## config.mk

```make
export PLATFORM = sky130hd
export DESIGN_NAME = vec_intc
export DESIGN_NICKNAME = d
export VERILOG_FILES = /design/src/rtl/vec_intc_pkg.sv /design/src/rtl/vec_intc_route.sv /design/src/rtl/vec_intc_prio.sv /design/src/rtl/vec_intc.sv
export SDC_FILE = /design/constraint.sdc
export NUM_CORES = 1
export LEC_CHECK = 0
export BUFFER_PORTS_ARGS = -buffer_cell sky130_fd_sc_hd__buf_2
export CAP_MARGIN = 30
export CELL_PAD_IN_SITES_DETAIL_PLACEMENT = 0
export CELL_PAD_IN_SITES_GLOBAL_PLACEMENT = 1
export CORE_UTILIZATION = 45
export CTS_BUF_LIST = sky130_fd_sc_hd__clkbuf_8 sky130_fd_sc_hd__clkbuf_16
export DETAILED_ROUTE_END_ITERATION = 6
export PLACE_DENSITY = 0.87
export SLEW_MARGIN = 10
export SYNTH_ARGS = -nofsm -noshare
export SYNTH_HDL_FRONTEND = slang
export SYNTH_SLANG_ARGS = --single-unit
```

## constraint.sdc

```tcl
create_clock -name clk -period 12.3 [get_ports clk]
set_input_delay 0.615 -clock clk [delete_from_list [all_inputs] [get_ports clk]]
set_output_delay 0.615 -clock clk [all_outputs]
set_load 0.1 [all_outputs]
```

## src/rtl/vec_intc_pkg.sv

```systemverilog
package vec_intc_pkg;
  localparam int REG_AW = 2;
  localparam logic [REG_AW-1:0] A_CTRL  = 2'd0;
  localparam logic [REG_AW-1:0] A_VEC   = 2'd1;
  localparam logic [REG_AW-1:0] A_INSVC = 2'd2;
  localparam logic [REG_AW-1:0] A_MASK  = 2'd3;
  localparam int CTL_EN_BIT   = 7;
  localparam int CTL_LVL_LSB  = 13;
  localparam int CTL_SLOT_LSB = 16;
  localparam int CTL_PRO_LSB  = 24;
  localparam int VEC_LSB      = 11;
  localparam int NSLOT        = 4;
endpackage

```

## src/rtl/vec_intc_route.sv

```systemverilog
module vec_intc_route
  import vec_intc_pkg::*;
#(
  parameter int NSRC    = 32,
  parameter int CH_BASE = 24
) (
  input  logic [NSRC-1:0]    irq_in,
  input  logic [2*NSLOT-1:0] slot_sel,
  output logic [NSRC-1:0]    req
);
  logic [NSLOT-1:0] ch;
  assign ch = irq_in[CH_BASE +: NSLOT];

  for (genvar i = 0; i < NSRC; i++) begin : g_src
    if (i >= CH_BASE && i < CH_BASE + NSLOT) begin : g_slot
      assign req[i] = ch[slot_sel[2*(i-CH_BASE) +: 2]];
    end else begin : g_pass
      assign req[i] = irq_in[i];
    end
  end
endmodule

```

## src/rtl/vec_intc_prio.sv

```systemverilog
module vec_intc_prio #(
  parameter int NSRC = 32,
  localparam int VW = $clog2(NSRC),
  localparam int RW = VW + 1
) (
  input  logic [NSRC-1:0] vec,
  input  logic [VW-1:0]   promo,
  output logic            any,
  output logic [VW-1:0]   idx,
  output logic [RW-1:0]   rank
);
  always_comb begin
    any  = 1'b0;
    idx  = '0;
    for (int i = 1; i < NSRC; i++) begin
      if (vec[i]) begin
        any = 1'b1;
        idx = VW'(i);
      end
    end
    rank = any ? RW'(idx) : '0;
    if (promo != '0 && vec[promo]) begin
      idx  = promo;
      rank = RW'(NSRC);
    end
  end
endmodule

```

## src/rtl/vec_intc.sv

```systemverilog
module vec_intc
  import vec_intc_pkg::*;
#(
  parameter int NSRC    = 32,
  parameter int CH_BASE = 24,
  localparam int VW = $clog2(NSRC),
  localparam int RW = VW + 1
) (
  input  logic            clk,
  input  logic            rst_n,
  input  logic [NSRC-1:0] irq_in,
  input  logic [1:0]      reg_addr,
  input  logic            reg_wr,
  input  logic [31:0]     reg_wdata,
  output logic [31:0]     reg_rdata,
  output logic            irq_out,
  output logic [2:0]      irq_level
);
  logic                 en_q;
  logic [2:0]           lvl_q;
  logic [2*NSLOT-1:0]   slot_q;
  logic [VW-1:0]        pro_q;
  logic [NSRC-1:0]      mask_q, isr_q, req, pend;
  logic [VW-1:0]        vec_q;
  logic                 irq_q;
  logic                 p_any, s_any;
  logic [VW-1:0]        p_idx, s_idx;
  logic [RW-1:0]        p_rank, s_rank;
  logic                 qual, ack, eoi;
  logic [31:0]          ctrl_rd;

  vec_intc_route #(.NSRC(NSRC), .CH_BASE(CH_BASE)) u_route (
    .irq_in(irq_in), .slot_sel(slot_q), .req(req));

  assign pend = req & mask_q & {{(NSRC-1){1'b1}}, 1'b0};

  vec_intc_prio #(.NSRC(NSRC)) u_pend (
    .vec(pend), .promo(pro_q), .any(p_any), .idx(p_idx), .rank(p_rank));
  vec_intc_prio #(.NSRC(NSRC)) u_svc (
    .vec(isr_q), .promo(pro_q), .any(s_any), .idx(s_idx), .rank(s_rank));

  // s_any / s_idx only matter through s_rank
  assign qual = p_any && (p_rank > (s_any ? s_rank : RW'(0)));
  assign ack  = reg_wr && reg_addr == A_VEC && reg_wdata[0];
  assign eoi  = reg_wr && reg_addr == A_INSVC;

  always_ff @(posedge clk) begin
    if (!rst_n) begin
      en_q   <= 1'b0;
      lvl_q  <= '0;
      slot_q <= 8'hE4;
      pro_q  <= '0;
      mask_q <= '0;
      isr_q  <= '0;
      vec_q  <= '0;
      irq_q  <= 1'b0;
    end else begin
      irq_q <= en_q && qual;
      if (reg_wr && reg_addr == A_CTRL) begin
        en_q   <= reg_wdata[CTL_EN_BIT];
        lvl_q  <= reg_wdata[CTL_LVL_LSB +: 3];
        slot_q <= reg_wdata[CTL_SLOT_LSB +: 2*NSLOT];
        pro_q  <= reg_wdata[CTL_PRO_LSB +: VW];
      end
      if (reg_wr && reg_addr == A_MASK) mask_q <= reg_wdata[NSRC-1:0];
      if (eoi) isr_q <= isr_q & ~reg_wdata[NSRC-1:0];
      if (ack) begin
        if (qual) begin
          vec_q        <= p_idx;
          isr_q[p_idx] <= 1'b1;
        end else begin
          vec_q <= '0;
        end
      end
    end
  end

  always_comb begin
    ctrl_rd = '0;
    ctrl_rd[CTL_EN_BIT]                = en_q;
    ctrl_rd[CTL_LVL_LSB +: 3]          = lvl_q;
    ctrl_rd[CTL_SLOT_LSB +: 2*NSLOT]   = slot_q;
    ctrl_rd[CTL_PRO_LSB +: VW]         = pro_q;
  end

  always_comb begin
    reg_rdata = '0;
    case (reg_addr)
      A_CTRL:  reg_rdata = ctrl_rd;
      A_VEC:   reg_rdata[VEC_LSB +: VW] = vec_q;
      A_INSVC: reg_rdata[NSRC-1:0] = isr_q;
      default: reg_rdata[NSRC-1:0] = mask_q;
    endcase
  end

  assign irq_out   = irq_q;
  assign irq_level = lvl_q;

  // ---- assertions ----
  assert_gate_R6: assert property (@(posedge clk) disable iff (!rst_n)
    !en_q |=> !irq_out);
  assert_masked_R2: assert property (@(posedge clk) disable iff (!rst_n)
    (mask_q == '0) |=> !irq_out);
  assert_ack_marks_R8: assert property (@(posedge clk) disable iff (!rst_n)
    ack |=> (vec_q == '0) || isr_q[vec_q]);
  assert_eoi_clear_R9: assert property (@(posedge clk) disable iff (!rst_n)
    eoi |=> (isr_q & $past(reg_wdata[NSRC-1:0])) == '0);
  assert_err_nochg_R11: assert property (@(posedge clk) disable iff (!rst_n)
    (ack && !qual) |=> (vec_q == '0) && $stable(isr_q));
  assert_src0_R2: assert property (@(posedge clk) disable iff (!rst_n)
    !isr_q[0]);
endmodule

```

==> out/results.txt <==
run status: finished, final reports clean
vias per cell: 6.311
Post-CTS Setup Inserts: 0
Die W: 115.3 um
Slew Viols, Final: 0
HP Class: flip-flop to flip-flop
drt total wl: 21440 um
Final Setup Violations: 0
worst clock skew: 0.007663 ns
Hold Path Origin: isr_q[0]$_SDFF_PN0_
FMAX: 192.8 MHz
CTS Buffer Depth: 2
Main synth FF type: dfxtp_1
Syn Inst Count: 742
IO Pins: 105
crit path DAT: 5.44 ns
Max rail drop VDD: 0.07563 mV
final total power: 0.7628 mW
vias in the first global route: 5582
IO buf count: 103
Slew HR: 32.81%
reg2reg setup slack: 7.11 ns
Cell variety after synth: 59
clock latency at the later pin of the worst-skew pair: 0.35 ns
CTS tree: yes
GP Congestion: 0.9011
DR WL/cell: 21.52 um
Mapped Nets: 817
ant diodes: 0
Synth-to-Final Area Change: 16.57%
hold buffer count at CTS: 0
hold depth: 2
Synth Register Bits: 87
Synth Area per Inst: 7.787 sq um
grt total ovfl: 0
share of layout cells above drive strength 1: 21.84%
Setup CP Type: flip-flop to flip-flop
First-pass DRT Iterations: 5
worst r2r path cells: 17
Yosys top cell by area: dfxtp_1
fin worst setup slack: 7.114 ns
Global Route Usage Sum: 32.35%
CTS Buf Count: 9
Ys Warns: 0
Filler Cell Count: 1233
CP startpoint kind: flip-flop
clock sinks: 87
Starting DRT DRC Count: 600
final hold vios: 0
DRC violations left: 0
Power Dens Cells: 113.3 mW/mm^2
Starting Density: 45.97%
r2r startpoint: pro_q[1]$_SDFFE_PN0P_
ranking of synthesized cells by area: dfxtp_1 30%, nand2_1 13%, mux4_2 8.2%, a21oi_1 7.1%, a22o_1 3.6%
CTS clock-pin slew for the worst setup and hold paths: 0.07 ns
number of synthesized flops with an enable pin: 0
via count: 6286
RSZ-0062 raised after global routing: false
Setup TNS: 0 ns
H-tree Lvls: 3
initial antenna violation count: 0
FP Rows: 41
Reg area: 0.001742 sq mm
post-cts gate resize count: 0
Worst Path Max Fanout: 20
fraction of registers with async set/reset: 0%
FF-to-FF End: isr_q[20]$_SDFF_PN0_
post-route ant nets: 0
Root Driver: clkbuf_16
Tmin final: 5.186 ns
core box area: 0.01257 sq mm
crit share post-route: 42.16%
cell area after synthesis: 0.005778 sq mm
pre-CTS setup slack: 7.165 ns
Crit path required time: 12.55 ns
area of the multi-input gates: 0.003830 sq mm
Worst Hold Endpoint: isr_q[0]$_SDFF_PN0_
Seq/Total Area, Yosys: 30.14%
Final nets: 894
WHS: 0.4430 ns
CP Capture Type: flip-flop
MaxCap Viol Count: 0
first-pass GRT wire length: 31730 um
leakage: 2.674 nW
Synth top area share: 30.14%
largest net degree at the start of global routing: 40
DIE HEIGHT: 115.3 um
Worst Max-Slew Pin Slew: 1.000 ns
Final HPWL DP: 16100 um
die area: 0.01330 sq mm
[worst max path at each step]
stage / start / end / slack (ns) / cells after the start
CTS: pro_q[1]$_SDFFE_PN0P_ / isr_q[20]$_SDFF_PN0_ / 7.21 / 17
detailed placement: irq_in[27] / isr_q[20]$_SDFF_PN0_ / 7.16 / 17
finish: pro_q[1]$_SDFFE_PN0P_ / isr_q[20]$_SDFF_PN0_ / 7.11 / 17
floorplan: pro_q[0]$_SDFFE_PN0P_ / isr_q[20]$_SDFF_PN0_ / 7.97 / 17
global route: pro_q[1]$_SDFFE_PN0P_ / isr_q[20]$_SDFF_PN0_ / 6.67 / 17
global placement: irq_in[27] / isr_q[20]$_SDFF_PN0_ / 7.26 / 17
[state kept, by name, indices dropped and copies added, names as in the netlist]
register,flops
isr_q,32
mask_q,32
slot_q,8
pro_q,5
vec_q,5
irq_level,3
en_q,1
irq_out,1
[worst max-delay path, stage by stage, from the launching register on]
cell and delay [ns]:
dfxtp_1 0.32, buf_4 0.27, inv_2 0.21, mux4_2 0.40
o32a_1 0.24, nor4b_1 0.23, nor2b_2 0.54, inv_2 0.16
nor2_1 0.42, ha_1 0.24, nor2b_1 0.12, o21ai_0 0.08
a21boi_0 0.27, o211a_1 0.20, nand2_1 0.17, nor3_1 0.73
nand2_1 0.16, a221oi_1 0.29
[cell families (layout without fill, tap and decap cells)]
group | Yosys count | after routing | synth area share (%)
adder cells (fa/ha/maj) | 6 | 6 | 1.299
AND/OR/NAND/NOR | 335 | 335 | 26.18
buffers and inverters | 52 | 134 | 3.616
flip-flops | 87 | 87 | 30.14
multiplexers | 53 | 53 | 14.23
AO/OA/AOI/OAI | 209 | 209 | 24.53
[report_power, final]
part           switching [mW]  internal, mW  leakage (nW)  total (mW)
combinational           0.104        0.0467          1.80       0.151
clock                   0.118         0.197         0.171       0.316
sequential            0.00836         0.288         0.704       0.296
total                   0.231         0.532          2.67       0.763
[synth_stat cells (6+ instances only)]
master    number
clkbuf_1      36
nor4_1         7
mux2_2        16
a21oi_1       82
o31ai_1       11
ha_1           6
a221oi_1      10
nand3_1       27
and2_1         7
nor3_1         8
dfxtp_1       87
a31oi_1        6
and3_1         7
o21ai_0       14
a22o_1        24
mux2i_1       14
nor2b_1       19
nor2_1        33
mux4_2        21
a22oi_1       11
or2_2          6
a211oi_1       8
nand2_1      196
inv_1          6
o221a_1        7
nand4_1        8
a21boi_0      13
[routing by layer]
layer  up-vias  global-route usage [%]  wire, um
li1       2876                       -         -
met1      3058                   44.76      9329
met2       308                   49.54      9736
met3        44                   7.327      1848
met4         0                   10.91       524
met5         -                       0         0
[final cells by class]
| class | count | share of cell area [%] |
|---|---|---|
| Sequential cell | 87 | 25.86 |
| Timing Repair Buffer | 110 | 8.620 |
| Clock buffer | 9 | 3.344 |
| Tap cell | 172 | 3.195 |
| Inverter | 8 | 0.4458 |
| Clock inverter | 7 | 1.672 |
| Multi-Input combinational cell | 603 | 56.86 |
[layout by cell type (no fill, tap or decap), types with 8 or more instances in the layout]
master and n:
dfxtp_1 87, mux4_2 21, nand3_1 27, nand2_1 196, mux2_2 16, nor3_1 8
o21ai_0 14, a21oi_1 82, mux2i_1 14, a22oi_1 11, nor2b_1 19, nor2_1 32
clkbuf_16 9, buf_2 103, a22o_1 24, nand4_1 8, o31ai_1 11, a211oi_1 8
a221oi_1 10, a21boi_0 13
[per-stage QoR]
step / util (%) / instance area, sq um / instances
2_1_floorplan: - / 5778 / 742
3_3_place_gp: 50.74 / 6377 / 979
3_5_place_dp: 50.90 / 6397 / 980
4_1_cts: 53.59 / 6735 / 996
5_1_grt: 53.59 / 6735 / 996
6_report: 53.59 / 6735 / 996
Power figures use the tool's default switching activity.
